$ cat src/rtl/rtc_irqwd_pkg.sv
package rtc_irqwd_pkg;

    typedef logic [7:0] reg8_t;

    typedef enum logic [2:0] {
        A_ASEC = 3'd0,
        A_AMIN = 3'd1,
        A_AHR  = 3'd2,
        A_ICTL = 3'd3,
        A_STAT = 3'd4
    } reg_addr_e;

    typedef enum logic [1:0] {
        WD_OFF,
        WD_ARMED,
        WD_RESET
    } wd_state_e;

    localparam int B_WD  = 7;
    localparam int B_PD  = 6;
    localparam int B_PSE = 5;
    localparam int B_ALM = 4;

endpackage

$ cat src/rtl/rtc_rate_sel.sv
module rtc_rate_sel #(
    parameter int SEL_W = 4,
    localparam int N_RATES = (1 << SEL_W) - 1
) (
    input  logic [SEL_W-1:0]   sel,
    input  logic [N_RATES-1:0] taps,
    output logic               hit
);
    logic [N_RATES-1:0] pick;

    for (genvar i = 0; i < N_RATES; i++) begin : g_tap
        assign pick[i] = taps[i] && (sel == SEL_W'(i + 1));
    end

    assign hit = |pick;
endmodule

$ cat src/rtl/rtc_alarm_cmp.sv
module rtc_alarm_cmp (
    input  logic       clk,
    input  logic       rst_n,
    input  logic       enable,
    input  logic [7:0] cur_sec,
    input  logic [7:0] cur_min,
    input  logic [5:0] cur_hour,
    input  logic [7:0] alm_sec,
    input  logic [7:0] alm_min,
    input  logic [5:0] alm_hour,
    output logic       fire
);
    logic match, match_q;

    assign match = (cur_sec == alm_sec) && (cur_min == alm_min)
                && (cur_hour == alm_hour);

    always_ff @(posedge clk or negedge rst_n) begin
        if (!rst_n) match_q <= 1'b0;
        else        match_q <= match;
    end

    // one event on the first cycle of a match only
    assign fire = enable && match && !match_q;
endmodule

$ cat src/rtl/rtc_wdog_fsm.sv
module rtc_wdog_fsm
    import rtc_irqwd_pkg::*;
#(
    parameter int WIN_TICKS  = 4,
    parameter int RST_CYCLES = 8,
    localparam int CW  = $clog2(WIN_TICKS + 1),
    localparam int RCW = $clog2(RST_CYCLES + 1)
) (
    input  logic clk,
    input  logic rst_n,
    input  logic enable,
    input  logic ce,
    input  logic xfer,
    input  logic tick,
    output logic rst_act,
    output logic fire
);
    wd_state_e state_q, state_d;
    logic          ce_q, busy_q, service;
    logic [CW-1:0] win_q;
    logic [RCW-1:0] pulse_q;

    always_ff @(posedge clk or negedge rst_n) begin
        if (!rst_n) begin
            ce_q   <= 1'b0;
            busy_q <= 1'b0;
        end else begin
            ce_q <= ce;
            if (ce && !ce_q)   busy_q <= xfer;
            else if (ce && xfer) busy_q <= 1'b1;
        end
    end

    assign service = !ce && ce_q && !busy_q;

    always_comb begin
        state_d = state_q;
        unique case (state_q)
            WD_OFF:   if (enable) state_d = WD_ARMED;
            WD_ARMED: begin
                if (!enable) state_d = WD_OFF;
                else if (tick && !service && win_q == CW'(WIN_TICKS - 1))
                    state_d = WD_RESET;
            end
            WD_RESET: begin
                if (!enable) state_d = WD_OFF;
                else if (pulse_q == RCW'(RST_CYCLES - 1)) state_d = WD_ARMED;
            end
            default:  state_d = WD_OFF;
        endcase
    end

    always_ff @(posedge clk or negedge rst_n) begin
        if (!rst_n) begin
            state_q <= WD_OFF;
            win_q   <= '0;
            pulse_q <= '0;
        end else begin
            state_q <= state_d;
            if (state_q != WD_ARMED || service) win_q <= '0;
            else if (tick)                      win_q <= win_q + 1'b1;
            if (state_q == WD_RESET) pulse_q <= pulse_q + 1'b1;
            else                     pulse_q <= '0;
        end
    end

    always_comb begin
        rst_act = (state_q == WD_RESET);
        fire    = (state_q == WD_ARMED) && (state_d == WD_RESET);
    end
endmodule

$ cat src/rtl/rtc_irqwd_ctrl.sv
module rtc_irqwd_ctrl
    import rtc_irqwd_pkg::*;
#(
    parameter int SEL_W      = 4,
    parameter int WIN_TICKS  = 4,
    parameter int RST_CYCLES = 8,
    localparam int N_RATES = (1 << SEL_W) - 1
) (
    input  logic               clk,
    input  logic               rst_n,
    input  logic [7:0]         cur_sec,
    input  logic [7:0]         cur_min,
    input  logic [5:0]         cur_hour,
    input  logic [N_RATES-1:0] rate_tick,
    input  logic               wd_tick,
    input  logic               pf_strobe,
    input  logic               ce,
    input  logic               wr_en,
    input  logic               rd_en,
    input  logic [2:0]         addr,
    input  logic [7:0]         wdata,
    output logic [7:0]         rdata,
    output logic               int_n,
    output logic               pse,
    output logic               clkout_en,
    output logic               cpur_n
);
    reg8_t      ictl_q, alm_sec_q, alm_min_q;
    logic [5:0] alm_hr_q;
    logic st_wd, st_ftu, st_true, st_ps, st_alm, st_per;
    logic ps_armed_q;
    logic pd, wr_ok, wr_ictl, rd_stat;
    logic per_hit, alm_fire, ps_fire, ev_any, wd_rst, wd_fire;

    assign pd      = ictl_q[B_PD];
    assign wr_ok   = wr_en && !pd;
    assign wr_ictl = wr_ok && (addr == A_ICTL);
    assign rd_stat = rd_en && !pd && (addr == A_STAT);

    rtc_rate_sel #(.SEL_W(SEL_W)) u_rate (
        .sel  (ictl_q[SEL_W-1:0]),
        .taps (rate_tick),
        .hit  (per_hit)
    );

    rtc_alarm_cmp u_alarm (
        .clk      (clk),
        .rst_n    (rst_n),
        .enable   (ictl_q[B_ALM]),
        .cur_sec  (cur_sec),
        .cur_min  (cur_min),
        .cur_hour (cur_hour),
        .alm_sec  (alm_sec_q),
        .alm_min  (alm_min_q),
        .alm_hour (alm_hr_q),
        .fire     (alm_fire)
    );

    rtc_wdog_fsm #(.WIN_TICKS(WIN_TICKS), .RST_CYCLES(RST_CYCLES)) u_wdog (
        .clk     (clk),
        .rst_n   (rst_n),
        .enable  (ictl_q[B_WD]),
        .ce      (ce),
        .xfer    (wr_en || rd_en),
        .tick    (wd_tick),
        .rst_act (wd_rst),
        .fire    (wd_fire)
    );

    assign ps_fire = pf_strobe && ictl_q[B_PSE] && ps_armed_q;
    assign ev_any  = per_hit || alm_fire || ps_fire;

    always_ff @(posedge clk or negedge rst_n) begin
        if (!rst_n) begin
            ictl_q     <= '0;
            alm_sec_q  <= '0;
            alm_min_q  <= '0;
            alm_hr_q   <= '0;
            ps_armed_q <= 1'b1;
        end else begin
            if (wr_ok) begin
                case (addr)
                    A_ASEC:  alm_sec_q <= wdata;
                    A_AMIN:  alm_min_q <= wdata;
                    A_AHR:   alm_hr_q  <= wdata[5:0];
                    A_ICTL:  ictl_q    <= wdata;
                    default: ;
                endcase
            end
            if (ev_any) ictl_q[B_PD] <= 1'b0;
            if (ps_fire)                        ps_armed_q <= 1'b0;
            else if (wr_ictl && !wdata[B_PSE])  ps_armed_q <= 1'b1;
        end
    end

    always_ff @(posedge clk or negedge rst_n) begin
        if (!rst_n) begin
            st_wd   <= 1'b0;
            st_ftu  <= 1'b1;
            st_true <= 1'b0;
            st_ps   <= 1'b0;
            st_alm  <= 1'b0;
            st_per  <= 1'b0;
        end else begin
            if (rd_stat) begin
                st_wd   <= 1'b0;
                st_ftu  <= 1'b0;
                st_true <= 1'b0;
                st_alm  <= 1'b0;
                st_per  <= 1'b0;
            end
            if (wr_ictl && !wdata[B_PSE]) st_ps <= 1'b0;
            if (per_hit)  st_per  <= 1'b1;
            if (alm_fire) st_alm  <= 1'b1;
            if (ps_fire)  st_ps   <= 1'b1;
            if (ev_any)   st_true <= 1'b1;
            if (wd_fire)  st_wd   <= 1'b1;
        end
    end

    always_comb begin
        rdata = '0;
        if (!pd) begin
            case (addr)
                A_ICTL:  rdata = ictl_q;
                A_STAT:  rdata = {1'b0, st_wd, 1'b0, st_ftu, st_true, st_ps, st_alm, st_per};
                default: rdata = '0;
            endcase
        end
    end

    assign int_n     = !st_true;
    assign pse       = !pd;
    assign clkout_en = !pd;
    assign cpur_n    = !(pd || wd_rst);
endmodule

$ cat config.mk
export PLATFORM = sky130hd
export DESIGN_NAME = rtc_irqwd_ctrl
export DESIGN_NICKNAME = d
export VERILOG_FILES = /design/src/rtl/rtc_irqwd_pkg.sv /design/src/rtl/rtc_rate_sel.sv /design/src/rtl/rtc_alarm_cmp.sv /design/src/rtl/rtc_wdog_fsm.sv /design/src/rtl/rtc_irqwd_ctrl.sv
export SDC_FILE = /design/constraint.sdc
export NUM_CORES = 1
export LEC_CHECK = 0
export BUFFER_PORTS_ARGS = -buffer_cell sky130_fd_sc_hd__buf_2
export CAP_MARGIN = 5
export CORE_UTILIZATION = 40
export DETAILED_ROUTE_END_ITERATION = 8
export PLACE_DENSITY = 0.74
export SLEW_MARGIN = 25
export SYNTH_ARGS = -nofsm -noshare
export SYNTH_HDL_FRONTEND = slang
export SYNTH_SLANG_ARGS = --single-unit
$ cat constraint.sdc
create_clock -name clk -period 3.7 [get_ports clk]
set_input_delay 0.555 -clock clk [delete_from_list [all_inputs] [get_ports clk]]
set_output_delay 0.555 -clock clk [all_outputs]
set_load 0.05 [all_outputs]
; After elaboration in Yosys (flattened, before gate mapping)
; Cells that the tools add are included.
; W data, S select, Z words.
[classes]
n_addsub = 2
n_eq_ne = 28
mux = 25
n_reduce_logical = 64
[ops]
columns = op, n
row1 = $logic_and A1 B1 Y1, 33
row2 = $eq A4 B4 Y1 const B, 8
row3 = $eq A4 B3 Y1 const B, 5
row4 = $reduce_bool A2 Y1, 9
row5 = $eq A8 B8 Y1, 2
row6 = $pmux W8 S2, 1
row7 = $reduce_or A15 Y1, 1
row8 = $mux W7, 2
row9 = $mux W1, 12
row10 = $mux W2, 5
row11 = $reduce_and A2 Y1, 5
row12 = $eq A3 B2 Y1 const B, 3
row13 = $logic_not A1 Y1, 9
row14 = $eq A4 B2 Y1 const B, 2
row15 = $mux W8, 1
row16 = $eq A6 B6 Y1, 1
row17 = $mux W3, 2
row18 = $pmux W2 S3, 1
row19 = $logic_or A1 B1 Y1, 5
row20 = $add A4 B1 Y4 const B, 1
row21 = $eq A2 B2 Y1 const B, 2
row22 = $eq A4 B1 Y1 const B, 1
row23 = $mux W4, 1
row24 = $add A3 B1 Y3 const B, 1
row25 = other kinds (6), 6
[totals]
regBits = 49
elab_cells = 137

; Longest topological paths before layout
[depth]
ltp_word = 12
ltp_mapped = 6
depth_no_buf = 5

; By module
; Synthesis repeated with hierarchy kept, for this count alone.
[hier_totals]
cells_unflattened = 214
hier_area_um2 = 2531.2
[by_module_without_submodules]
columns = module, n_inst, cells_each, area_each_um2
row1 = rtc_irqwd_ctrl, 1, 112, 1562.7
row2 = rtc_wdog_fsm, 1, 45, 508.0
row3 = rtc_alarm_cmp, 1, 33, 281.5
row4 = rtc_rate_sel, 1, 24, 178.9

; Worst setup path before layout
; Ideal clock, no wire load.
[synth_timing]
kind = input to output
startpoint = in addr[0]
endpoint = out rdata[0]
t_arrival_ns = 1.669
t_required_ns = 3.145
setup_slack_ns = 1.476
stages = 5
cell_sequence = nor2_1 > and2_1 > buf_2 > a22oi_1 > nor2_1
[synth_via]
elab_chain_len = 3
elab_cells_between_ends = 4
[synth_rtl]
columns = element, line
row1 = "start, declared", rtc_irqwd_ctrl.sv:20  ; input logic [2:0] addr,
row2 = $eq A3 B3 Y1 or $eq A3 B2 Y1 (tied branches), rtc_irqwd_ctrl.sv:124  ; case (addr)
row3 = $pmux W8 S2 (*), rtc_irqwd_ctrl.sv:124
row4 = $mux W8 (*), rtc_irqwd_ctrl.sv:123  ; if (!pd) begin
row5 = "end, declared", rtc_irqwd_ctrl.sv:22  ; output logic [7:0] rdata,
; Mark *: on every way between the ends. The rest lies on a longest branch, timed or not.

; Worst setup path in the final report
; Ends and elaborated chain as after synthesis.

==> flow_summary.ini <==
[final_layout]
drive_gt1_frac = 0.357
fin_cells = 366
syn_to_final_growth_pct = 20.0
fin_util = 0.500
antenna_cells = 0
finalNetCount = 348
final_area_um2 = 2980

[logic_synthesis]
synth_cell_type_count = 41
synthArstFlopShare = 1.00
synth_common_cells = dfrtp_1 (47), nand2_1 (28), xor2_1 (23), mux2_2 (22), nor2_1 (18)
ys_ff_latch = 49
syn_inst = 223
synth_warnings = 0
yosysSeqAreaShare = 0.495
synth_top_area_share = 0.474
synth_edf_count = 0
synthMostInstantiatedCell = dfrtp_1
synthesis.nets = 281
synth.top_cells.by_area = dfrtp_1 (47%), mux2_2 (10%), xor2_1 (8.1%)
yosys_most_used_dff = dfrtp_1
syn_area_um2 = 2480
synth_largest_area_cell = dfrtp_1
syn-mean-instance-area_um2 = 11.1

[die]
coreArea_um2 = 5960
fp.dieArea_um2 = 6520
initial_core_util = 0.416
die_h_um = 80.7
die_width_um = 80.7
rows = 28
io_pins = 67

[sta]
layout_min_cycle_time_ns = 2.17
tightest_slew_ns = 0.630
max_freq_mhz = 460
min_period_over_period = 0.587
grt_setup_unrepaired = no
setup_viol = 0
slew_viol_final = 0
relSlewSlack = 0.579
skew_ns = 0.00827
hold_violations = 0
tns_ns = 0

[pwr]
peakVddDrop_mv = 0.228
leakage_nw = 1.45
total_power_mw = 1.41
p_per_area_nw_per_um2 = 475

[worst_setup_path]
crit_chain = buf_2 > nand2_1 > nor2_1 > a22oi_1 > nor2_1 > buf_2
crit_path_max_fanout = 7
worstPathRequired_ns = 3.14
crit_slowest_cell = nor2_1
path_class = in2out
worst-path-buf-inv = 2
cp.arrival_ns = 1.62
max_stage_delay_ns = 0.35
critPathLaunchType = input pin
cp_top_family = simple AND/OR/NAND/NOR gates
end_kind = output pin

[grt]
grt-ovfl-total = 0
antenna_found_initial = 0
grt_pass1_vias = 1773
grt_max_degree = 50
grt_usage = 0.177
grt_pass1_wl_mm = 8.53

[flow_run]
max-cap-violations = 0

[clocking]
clock_sink_count = 49
cts_buffers = 5
cts_resized = 0
clock_latency_ns = 0.30
htree_num_levels = 2
cts_tree = yes
hold_buffers = 0
postCtsSetupBuffers = 0
clkTransAtPathRegs_ns = 0.09
cts_max_path_buffers = 2
cts_root_buffer = clkbuf_8

[detailed_routing]
detail-route-antenna-nets = 0
dr.pass1.iters = 4
routedWlPerCell_um = 14.1
vias = 1863
drt_first_iter_violations = 121
route.detailed.drc = 0
viasPerCell = 5.09
drt_wl_total_mm = 5.16

[placed_design]
numPortBuffers = 66
place_hpwl_mm = 3.97
dpl_cell_area_um2 = 2870
dp.cells = 358
gp_congestion = 0.777

[status]
status = completed

[min_path]
hp-class = in2async
==> kinds of logic (layout without fill, tap and decap cells) <==
group / count (synthesis) / after routing / share of synthesized area
mux: 28 / 28 / 0.126
simple gates: 75 / 75 / 0.159
xor+xnor: 25 / 25 / 0.0883
compound gates: 30 / 30 / 0.0883
fa+ha+maj: 3 / 3 / 0.0151
buf+inv: 13 / 81 / 0.0272
flops: 49 / 49 / 0.495
==> metrics by stage <==
step | hold slack (ns) | setup slack, ns
4_1_cts | 0.278 | 1.55
3_3_place_gp | 0.452 | 1.58
2_1_floorplan | 0.259 | 1.48
5_1_grt | 0.289 | 1.36
3_5_place_dp | 0.463 | 1.56
6_report | 0.249 | 1.53
==> power breakdown <==
part / internal [mW] / total (mW) / leakage [nW] / switching, mW
Clock: 0.203 / 0.380 / 0.0554 / 0.177
Combinational: 0.156 / 0.317 / 0.786 / 0.161
Sequential: 0.629 / 0.716 / 0.604 / 0.0870
==> area by class of cell <==
| type | instances | area, um2 |
|---|---|---|
| Clock buffer | 6 | 72.6 |
| Clock inverter | 2 | 38.8 |
| Fill cell | 560 | 2980 |
| Inverter | 7 | 26.3 |
| Multi-Input combinational cell | 161 | 1180 |
| Sequential cell | 49 | 1230 |
| Tap cell | 75 | 93.8 |
| Timing Repair Buffer | 66 | 333 |
==> routing by layer <==
layer  track usage  vias to the layer above  routed length (um)
met5             0                        -                   0
met4        0.0607                        0                  62
met3        0.0371                        7                 245
met2         0.291                       47                2380
met1         0.233                      899                2470
li1              -                      910                   -
==> worst reg2reg max path, cell delays in order (launching register included) <==
cell and delay (ns):
dfrtp_1 0.40, xor2_1 0.17, nor4_1 0.47, nand4_1 0.27, nor4b_4 0.36, nor4_2 0.09
==> state kept, by name, summed over array words and instances (netlist names), 2 cells and up <==
signal / flops
u_wdog.state_q: 2
alm_hr_q: 6
alm_sec_q: 8
ictl_q: 8
u_wdog.pulse_q: 4
alm_min_q: 8
u_wdog.win_q: 3
==> cell usage in the layout (no fill, tap or decap), types with 2 or more instances in the layout <==
| master | instances |
|---|---|
| a2111oi_0 | 2 |
| a211oi_1 | 2 |
| a21oi_1 | 4 |
| a22oi_1 | 6 |
| and2_1 | 3 |
| and3_1 | 6 |
| buf_2 | 65 |
| clkbuf_8 | 5 |
| dfrtp_1 | 47 |
| dfstp_2 | 2 |
| ha_1 | 3 |
| inv_1 | 7 |
| mux2_2 | 22 |
| mux2i_1 | 5 |
| nand2_1 | 28 |
| nand2b_1 | 2 |
| nand3_1 | 3 |
| nand3b_1 | 3 |
| nor2_1 | 18 |
| nor2b_1 | 2 |
| nor4_1 | 5 |
| o21ai_0 | 6 |
| xnor2_1 | 2 |
| xor2_1 | 23 |
==> worst paths after layout <==
kind / start / endpoint / slack (ns) / cells after the start
max in group asynchronous: rst_n / st_per / 3.03 / 1
worst min register to register: u_wdog.pulse_q[0] / u_wdog.pulse_q[0] / 0.47 / 1
worst max register to register: alm_sec_q[1] / ictl_q[6] / 1.83 / 5
min in group clk: ce / u_wdog.ce_q / 0.39 / 1
worst min-delay path: rst_n / alm_sec_q[2] / 0.25 / 1
worst max-delay path: addr[0] / rdata[0] / 1.53 / 6
(Power assumes the default switching activity.)
